--- config.mk ---
export PLATFORM = sky130hd
export DESIGN_NAME = irq_rank_arbiter
export DESIGN_NICKNAME = d
export VERILOG_FILES = /design/src/rtl/irq_rank_pkg.sv /design/src/rtl/irq_rank_scan.sv /design/src/rtl/irq_svc_filter.sv /design/src/rtl/irq_rank_base_reg.sv /design/src/rtl/irq_win_select.sv /design/src/rtl/irq_rank_arbiter.sv
export SDC_FILE = /design/constraint.sdc
export NUM_CORES = 1
export LEC_CHECK = 0
export BUFFER_PORTS_ARGS = -buffer_cell sky130_fd_sc_hd__buf_2
export CORE_AREA = 10 10 72 74
export DETAILED_ROUTE_END_ITERATION = 6
export DIE_AREA = 0 0 82 84
export PLACE_DENSITY_LB_ADDON = 0.08
export SLEW_MARGIN = 30
export SYNTH_ARGS = -nofsm -noshare
export SYNTH_HDL_FRONTEND = slang
export SYNTH_HIERARCHICAL = 1
export SYNTH_SLANG_ARGS = --single-unit
--- constraint.sdc ---
create_clock -name clk -period 5.7 [get_ports clk]
set_input_delay 0.285 -clock clk [delete_from_list [all_inputs] [get_ports clk]]
set_output_delay 0.285 -clock clk [all_outputs]
set_load 0.005 [all_outputs]
--- src/rtl/irq_rank_pkg.sv ---
package irq_rank_pkg;

  // Mode flags that reshape the in-service set before comparison
  typedef struct packed {
    logic smask;
    logic nest;
    logic primary;
  } svc_mode_t;

endpackage

--- src/rtl/irq_rank_scan.sv ---
// Rotates a line vector so that the base line lands at rank 0, then
// returns the smallest occupied rank, or N_LINES when the vector is empty.
module irq_rank_scan #(
  parameter int N_LINES = 8,
  parameter int IDX_W   = $clog2(N_LINES),
  parameter int RANK_W  = IDX_W + 1
) (
  input  logic [N_LINES-1:0] vec_i,
  input  logic [IDX_W-1:0]   base_i,
  output logic [RANK_W-1:0]  rank_o
);

  logic [N_LINES-1:0] by_rank;

  for (genvar k = 0; k < N_LINES; k++) begin : g_rot
    localparam logic [IDX_W-1:0] KOFF = IDX_W'(k);
    logic [IDX_W-1:0] src;
    assign src        = KOFF + base_i;
    assign by_rank[k] = vec_i[src];
  end

  always_comb begin
    rank_o = RANK_W'(N_LINES);
    for (int k = N_LINES - 1; k >= 0; k--) begin
      if (by_rank[k]) rank_o = RANK_W'(k);
    end
  end

endmodule

--- src/rtl/irq_svc_filter.sv ---
// Builds the effective in-service set used for the current-priority rank.
module irq_svc_filter
  import irq_rank_pkg::*;
#(
  parameter int N_LINES      = 8,
  parameter int CASCADE_LINE = 2
) (
  input  logic [N_LINES-1:0] svc_i,
  input  logic [N_LINES-1:0] mask_i,
  input  svc_mode_t          mode_i,
  output logic [N_LINES-1:0] svc_eff_o
);

  logic [N_LINES-1:0] after_mask;
  logic [N_LINES-1:0] cascade_hole;

  assign after_mask = mode_i.smask ? (svc_i & ~mask_i) : svc_i;

  for (genvar k = 0; k < N_LINES; k++) begin : g_hole
    if (k == CASCADE_LINE) begin : g_cas
      assign cascade_hole[k] = mode_i.nest & mode_i.primary;
    end else begin : g_other
      assign cascade_hole[k] = 1'b0;
    end
  end

  assign svc_eff_o = after_mask & ~cascade_hole;

endmodule

--- src/rtl/irq_rank_base_reg.sv ---
// Holds the rotation base; a rotate command makes the line after the
// named one the most urgent.
module irq_rank_base_reg #(
  parameter int N_LINES = 8,
  parameter int IDX_W   = $clog2(N_LINES)
) (
  input  logic             clk,
  input  logic             rst_n,
  input  logic             set_en_i,
  input  logic [IDX_W-1:0] set_line_i,
  output logic [IDX_W-1:0] base_q_o
);

  logic [IDX_W-1:0] base_d;
  logic [IDX_W-1:0] base_q;

  always_comb begin
    base_d = base_q;
    if (set_en_i) base_d = set_line_i + IDX_W'(1);
  end

  always_ff @(posedge clk or negedge rst_n) begin
    if (!rst_n) begin
      base_q <= '0;
    end else if (set_en_i) begin
      base_q <= base_d;
    end
  end

  assign base_q_o = base_q;

endmodule

--- src/rtl/irq_win_select.sv ---
// Strict rank comparison and mapping of the winning rank back to a line.
module irq_win_select #(
  parameter int N_LINES = 8,
  parameter int IDX_W   = $clog2(N_LINES),
  parameter int RANK_W  = IDX_W + 1
) (
  input  logic [RANK_W-1:0] req_rank_i,
  input  logic [RANK_W-1:0] svc_rank_i,
  input  logic [IDX_W-1:0]  base_i,
  output logic              irq_o,
  output logic [IDX_W-1:0]  line_o
);

  logic [IDX_W-1:0] mapped;

  assign mapped = req_rank_i[IDX_W-1:0] + base_i;

  always_comb begin
    irq_o  = 1'b0;
    line_o = '0;
    if (req_rank_i < svc_rank_i) begin
      irq_o  = 1'b1;
      line_o = mapped;
    end
  end

endmodule

--- src/rtl/irq_rank_arbiter.sv ---
module irq_rank_arbiter
  import irq_rank_pkg::*;
#(
  parameter int N_LINES      = 8,
  parameter int CASCADE_LINE = 2,
  parameter int IDX_W        = $clog2(N_LINES)
) (
  input  logic               clk,
  input  logic               rst_n,
  input  logic [N_LINES-1:0] req_bits,
  input  logic [N_LINES-1:0] mask_bits,
  input  logic [N_LINES-1:0] svc_bits,
  input  logic               smask_mode,
  input  logic               nest_mode,
  input  logic               is_primary,
  input  logic               rot_set,
  input  logic [IDX_W-1:0]   rot_line,
  output logic [IDX_W-1:0]   base_o,
  output logic               irq_o,
  output logic [IDX_W-1:0]   win_line_o
);

  localparam int RANK_W = IDX_W + 1;

  logic [IDX_W-1:0]   base;
  logic [N_LINES-1:0] cand;
  logic [N_LINES-1:0] svc_eff;
  logic [RANK_W-1:0]  req_rank;
  logic [RANK_W-1:0]  svc_rank;
  svc_mode_t          mode;

  assign mode = '{smask: smask_mode, nest: nest_mode, primary: is_primary};
  assign cand = req_bits & ~mask_bits;

  irq_rank_base_reg #(.N_LINES(N_LINES), .IDX_W(IDX_W)) u_base (
    .clk       (clk),
    .rst_n     (rst_n),
    .set_en_i  (rot_set),
    .set_line_i(rot_line),
    .base_q_o  (base)
  );

  irq_svc_filter #(.N_LINES(N_LINES), .CASCADE_LINE(CASCADE_LINE)) u_filt (
    .svc_i    (svc_bits),
    .mask_i   (mask_bits),
    .mode_i   (mode),
    .svc_eff_o(svc_eff)
  );

  irq_rank_scan #(.N_LINES(N_LINES), .IDX_W(IDX_W), .RANK_W(RANK_W)) u_req_scan (
    .vec_i (cand),
    .base_i(base),
    .rank_o(req_rank)
  );

  irq_rank_scan #(.N_LINES(N_LINES), .IDX_W(IDX_W), .RANK_W(RANK_W)) u_svc_scan (
    .vec_i (svc_eff),
    .base_i(base),
    .rank_o(svc_rank)
  );

  irq_win_select #(.N_LINES(N_LINES), .IDX_W(IDX_W), .RANK_W(RANK_W)) u_sel (
    .req_rank_i(req_rank),
    .svc_rank_i(svc_rank),
    .base_i    (base),
    .irq_o     (irq_o),
    .line_o    (win_line_o)
  );

  assign base_o = base;

endmodule

* Word level (Yosys, flattened, before mapping)
Cells that the tools add are included.
** Storage, ports and cells
- Bits in registers :: 3
- Input port bits :: 33
** Cells by class
- Multiplexer cells :: 51
- Add/subtract/negate cells :: 9
- Bitwise logic cells :: 6
- Magnitude comparators :: 9
** Operators by type and width (number)
- 4-bit 2-to-1 mux :: 16
- 1-bit binary-select mux with 3-bit select :: 16
- 3-bit by 4-bit < comparator with 1-bit output, second input constant :: 8
- 8-bit AND :: 3
- 1-bit 2-to-1 mux :: 17
- 3-bit adder, first input constant :: 4
- 8-bit 2-to-1 mux :: 1
- 3-bit inverter with 8-bit output :: 1
- 8-bit inverter :: 1
- 2-bit by 3-bit adder with 3-bit output, first input constant :: 2
- 4-bit < comparator :: 1
- 1-bit by 3-bit adder with 3-bit output, first input constant :: 1
- 3-bit by 1-bit adder with 3-bit output, second input constant :: 1
- 3-bit adder :: 1
- 3-bit 2-to-1 mux :: 1
- 1-bit AND :: 1

* Depth between registers and ports, before layout
- Depth after elaboration :: 16
- Gate-level depth with buffers :: 15
- Gate-level depth less buffers :: 12

* By module
The synthesis kept the hierarchy.
** By module, submodules not included
- irq_rank_scan :: times used 2, area an instance 688.2 µm², cells each 63
- irq_win_select :: times used 1, area an instance 151.4 µm², cells each 18
- irq_rank_base_reg :: times used 1, area an instance 133.9 µm², cells each 10
- irq_rank_arbiter :: times used 1, area an instance 110.1 µm², cells each 8
- irq_svc_filter :: times used 1, area an instance 71.3 µm², cells each 9

* Worst setup path after synthesis
OpenSTA, ideal clock, no wires.
- Path type :: register to output
- From :: register u_base.base_q[0] (netlist: u_base/base_q_o[0])
- To :: output win_line_o[2]
- Arrival time :: 3417 ps
- Stages on the path, launching flop included :: 14
- Setup slack :: 1998 ps
- Data required time :: 5415 ps
- Path through :: dfrtp_1 -> buf_6 -> buf_12 -> inv_1 -> ha_1 -> buf_6 -> mux2_2 -> mux4_1 -> nor3_1 -> a21oi_1 -> o22ai_1 -> ha_1 -> a2111o_1 -> a21oi_1
** Between the ends
- Longest elaborated chain between the ends :: 13
- Elaborated cells on any way between the ends :: 58
** Ends and longest elaborated chain
- start: declaration :: RTL line irq_rank_base_reg.sv:15 : logic [IDX_W-1:0] base_q;
- start signal: assignment :: RTL line irq_rank_base_reg.sv:26 : base_q <= base_d;
- 3-bit adder :: RTL line irq_rank_scan.sv:18 : assign src = KOFF + base_i;
- 1-bit binary-select mux with 3-bit select :: RTL line irq_rank_scan.sv:19 : assign by_rank[k] = vec_i[src];
- 1-bit 2-to-1 mux (implied by the code) :: RTL line irq_rank_scan.sv:19
- 4-bit 2-to-1 mux (7 in series) :: RTL line irq_rank_scan.sv:25 : if (by_rank[k]) rank_o = RANK_W'(k);
- 4-bit 2-to-1 mux (*) :: RTL line irq_rank_scan.sv:25
- via req_rank[1] :: RTL line irq_rank_arbiter.sv:28 : logic [RANK_W-1:0] req_rank;
- 4-bit < comparator / 3-bit adder (equally long branches) :: RTL line irq_win_select.sv:21, irq_win_select.sv:16
- 3-bit 2-to-1 mux (*) :: RTL line irq_win_select.sv:21 : if (req_rank_i < svc_rank_i) begin
- end: declaration :: RTL line irq_rank_arbiter.sv:20 : output logic [IDX_W-1:0] win_line_o
Mark *: on every way through the listed nets, which the timed path passes. The rest lies on a longest branch. The select of a mux whose other input is x is not followed.

* Final worst setup path
- From :: register u_base.base_q[0] (netlist: u_base/base_q_o[0])
- To :: output win_line_o[0]
** Between the ends
- Longest elaborated chain between the ends :: 13
- Elaborated cells on any way between the ends :: 58
** Ends and longest elaborated chain
- 3-bit adder :: RTL line irq_rank_scan.sv:18
- 1-bit binary-select mux with 3-bit select :: RTL line irq_rank_scan.sv:19
- 1-bit 2-to-1 mux (implied by the code) :: RTL line irq_rank_scan.sv:19
- 4-bit 2-to-1 mux (7 in series) :: RTL line irq_rank_scan.sv:25
- 4-bit 2-to-1 mux (*) :: RTL line irq_rank_scan.sv:25
- via svc_rank[1] :: RTL line irq_rank_arbiter.sv:29 : logic [RANK_W-1:0] svc_rank;
- 4-bit < comparator (*) :: RTL line irq_win_select.sv:21
- 3-bit 2-to-1 mux (*) :: RTL line irq_win_select.sv:21
Marked as above.

==> metrics <==
cell count after synthesis=roughly 170; origin of the worst setup path=u_base/base_q_o[0]; # diodes=0; Min-Delay Path Class=input pin to flop; Max VDD drop=187.0 uV; cell-internal power=slightly below 300 uW; share of layout cells above drive strength 1=0.4327; Cell Rows=23; clk slew on worst S/H paths=0.03 ns; Core Util, Final=0.5367; Initial Utilization=0.4779; FILL cells=361; final net count=around 250; I/O Buffers=39; Post-synth EDFFs=0; most common cell after layout, fill and taps aside=buf_2; postcts setup bufs=0; final worst-path cycle share=0.8357; reg2reg setup slack=4.63 ns; boundary pin count=40; Die ar.=6888 sq um; slew margin rel.=0.5395; global route total overflow=0; first-pass GRT wire length=7652 microns; crit path max fanout=20; sequential fraction of the synthesis area=0.04073; final WL=4550 microns; CTS tree=done; vias in the first global route=~1,700; Top Usage Layer GRT=met2; Synthesis Warnings=6; CP Class=flop to output port; Clock Power Share=0.119; Seq pwr share=0.080; setup TNS=0 ns; Hold Startpoint=rot_line[0]; All-Layer GR Usage=0.1332; final worst slack=roughly 0.94 ns; DP Worst Slack=between 1 and 1.5 ns; drt drc=0; commonest register cell after synthesis=dfrtp_1; GP Congestion=0.8006; slowest CP cell=dfrtp_1; outcome=complete, no violations; post-synthesis cell type count=35; combinational fraction of design power=0.802; Max Slew Vio Count=0; clk buf depth=2; Routed Antenna Nets=0; WP data arrival=approximately 4.5 ns; Vias per Instance=5.864; Finished Layout Cells=258; top cell family by delay on the critical path=multiplexers; height of the die=84 microns; leakage power=0.9822 nW; min cycle time layout=4.764 ns; # setup viols final=0; DRT iter0 DRCs=between 60 and 70; met2 Resource Use GR=0.2140; area of the multi-input gates=roughly 1600 sq um; Post-synth ARST share=1.000; maximum clock rate=approximately 210 MHz; Inst Count DP=about 250; CTS root buf=clkbuf_8; RSZ-0062 raised after global routing=no; Yosys reg bits=3; P&R area growth vs syn=12.29%; crit path cell chain=buf_4 > inv_1 > ha_1 > mux2_2 > mux4_1 > nor3_1 > a21oi_1 > o22ai_1 > inv_1 > ha_1 > a2111o_1 > a21boi_1 > buf_2; Skew-Pair Late Insertion Delay=0.21 ns; Die X=82 microns; pin slew with the least headroom to its limit=0.6846 ns; P_sw=229.0 uW; TritonCTS Buffers=3; maxcap violations=0; Sink Count=3; post_cts resized=0; Hold Violations, Final=0; most frequent cells in the layout=39 x buf_2, 26 x mux2_2, 21 x mux2i_1; DR pass1 iterations=4; Mapped Area=1843 sq um; H-tree Lvls=1; Pwr Density=~250 nW/um^2; largest net degree at the start of global routing=26; skew final=0 ns; initial antenna violation count=0; register area=76.32 sq um; met3 Track Usage GR=0.03448; max reg flops=3; Crit. End Element=output port; drt wl/cell=17.64 microns; CP Buf/Inv Count=4; # hold bufs at CTS=1; Syn Area/Cell=10.78 sq um; met1 GRT Util=0.1731; Slowest Stage Delay on Critical Path=0.70 ns; Net Sw Frac=0.4427; syn_nets=around 210; Worst EP required=5.41 ns; Crit Reg-Reg Startpoint=u_base/base_q_o[1]; vias post-DR=1,513; CORE AREA=between 3000 and 4000 sq um; Startpoint Class=flop; DP HPWL=3665 microns
==> worst paths after layout <==
path	to	cells past startpoint
setup / recovery	win_line_o[0]	13
hold / removal	u_base/base_q_o[0]	2
setup reg to reg	u_base/base_q_o[1]	1
hold reg to reg	u_base/base_q_o[0]	2
max in group asynchronous	u_base/base_q_o[2]	2
min in group asynchronous	u_base/base_q_o[1]	2
==> final cells by class <==
cell class	count	area share
multi-input combinational	151	0.7920
timing repair buffer	41	0.1028
tap	50	0.03023
clock buffer	4	0.02177
inverter	9	0.01632
sequential	3	0.03688
==> Yosys cell counts (all sizes together) (3+ instances only) <==
cell type | instances | area [sq um]
mux2 | 31 | 360.3
nand2 | 9 | 33.78
ha | 9 | 112.6
mux4 | 16 | 405.4
nor2 | 11 | 61.31
dfrtp | 3 | 75.07
a21boi | 9 | 67.56
o22ai | 4 | 25.02
a21oi | 4 | 20.02
xnor2 | 4 | 35.03
buf | 8 | 95.09
xor2 | 3 | 26.28
mux2i | 21 | 210.2
inv | 9 | 33.78
nor2b | 12 | 135.1
==> through the flow <==
step | hold WS [ns] | total power [mW] | area, sq um
6_report | 0.2680 | 0.5173 | 2069
5_1_grt | 0.2769 | 0.5681 | 2069
4_1_cts | 0.2683 | 0.5198 | 2068
3_5_place_dp | 0.08442 | 0.4548 | 2013
3_3_place_gp | 0.08048 | 0.4423 | 2013
2_1_floorplan | -0.01059 | 0.3645 | 1843
==> layer usage <==
metal  vias up  share of wire
met2        39           0.45
met5         -              0
met1       729           0.48
li1        741              -
met3         4          0.053
met4         0          0.010
==> power by group through the flow <==
stage               Combinational (mW)  Sequential (mW)  Clock, mW
CTS                              0.416           0.0415     0.0621
finish                           0.415           0.0413     0.0613
global route                     0.460           0.0432     0.0646
global placement                 0.401           0.0410          0
detailed placement               0.413           0.0417          0
floorplan                        0.333           0.0317          0
==> cell families after synthesis <==
family	after synthesis	share of synthesized area
compound gates	26	0.1039
xor+xnor	7	0.03327
fa+ha+maj	10	0.07196
buf+inv	17	0.06992
flops	3	0.04073
mux	68	0.5295
simple gates	40	0.1507
Power figures use the tool's default switching activity.
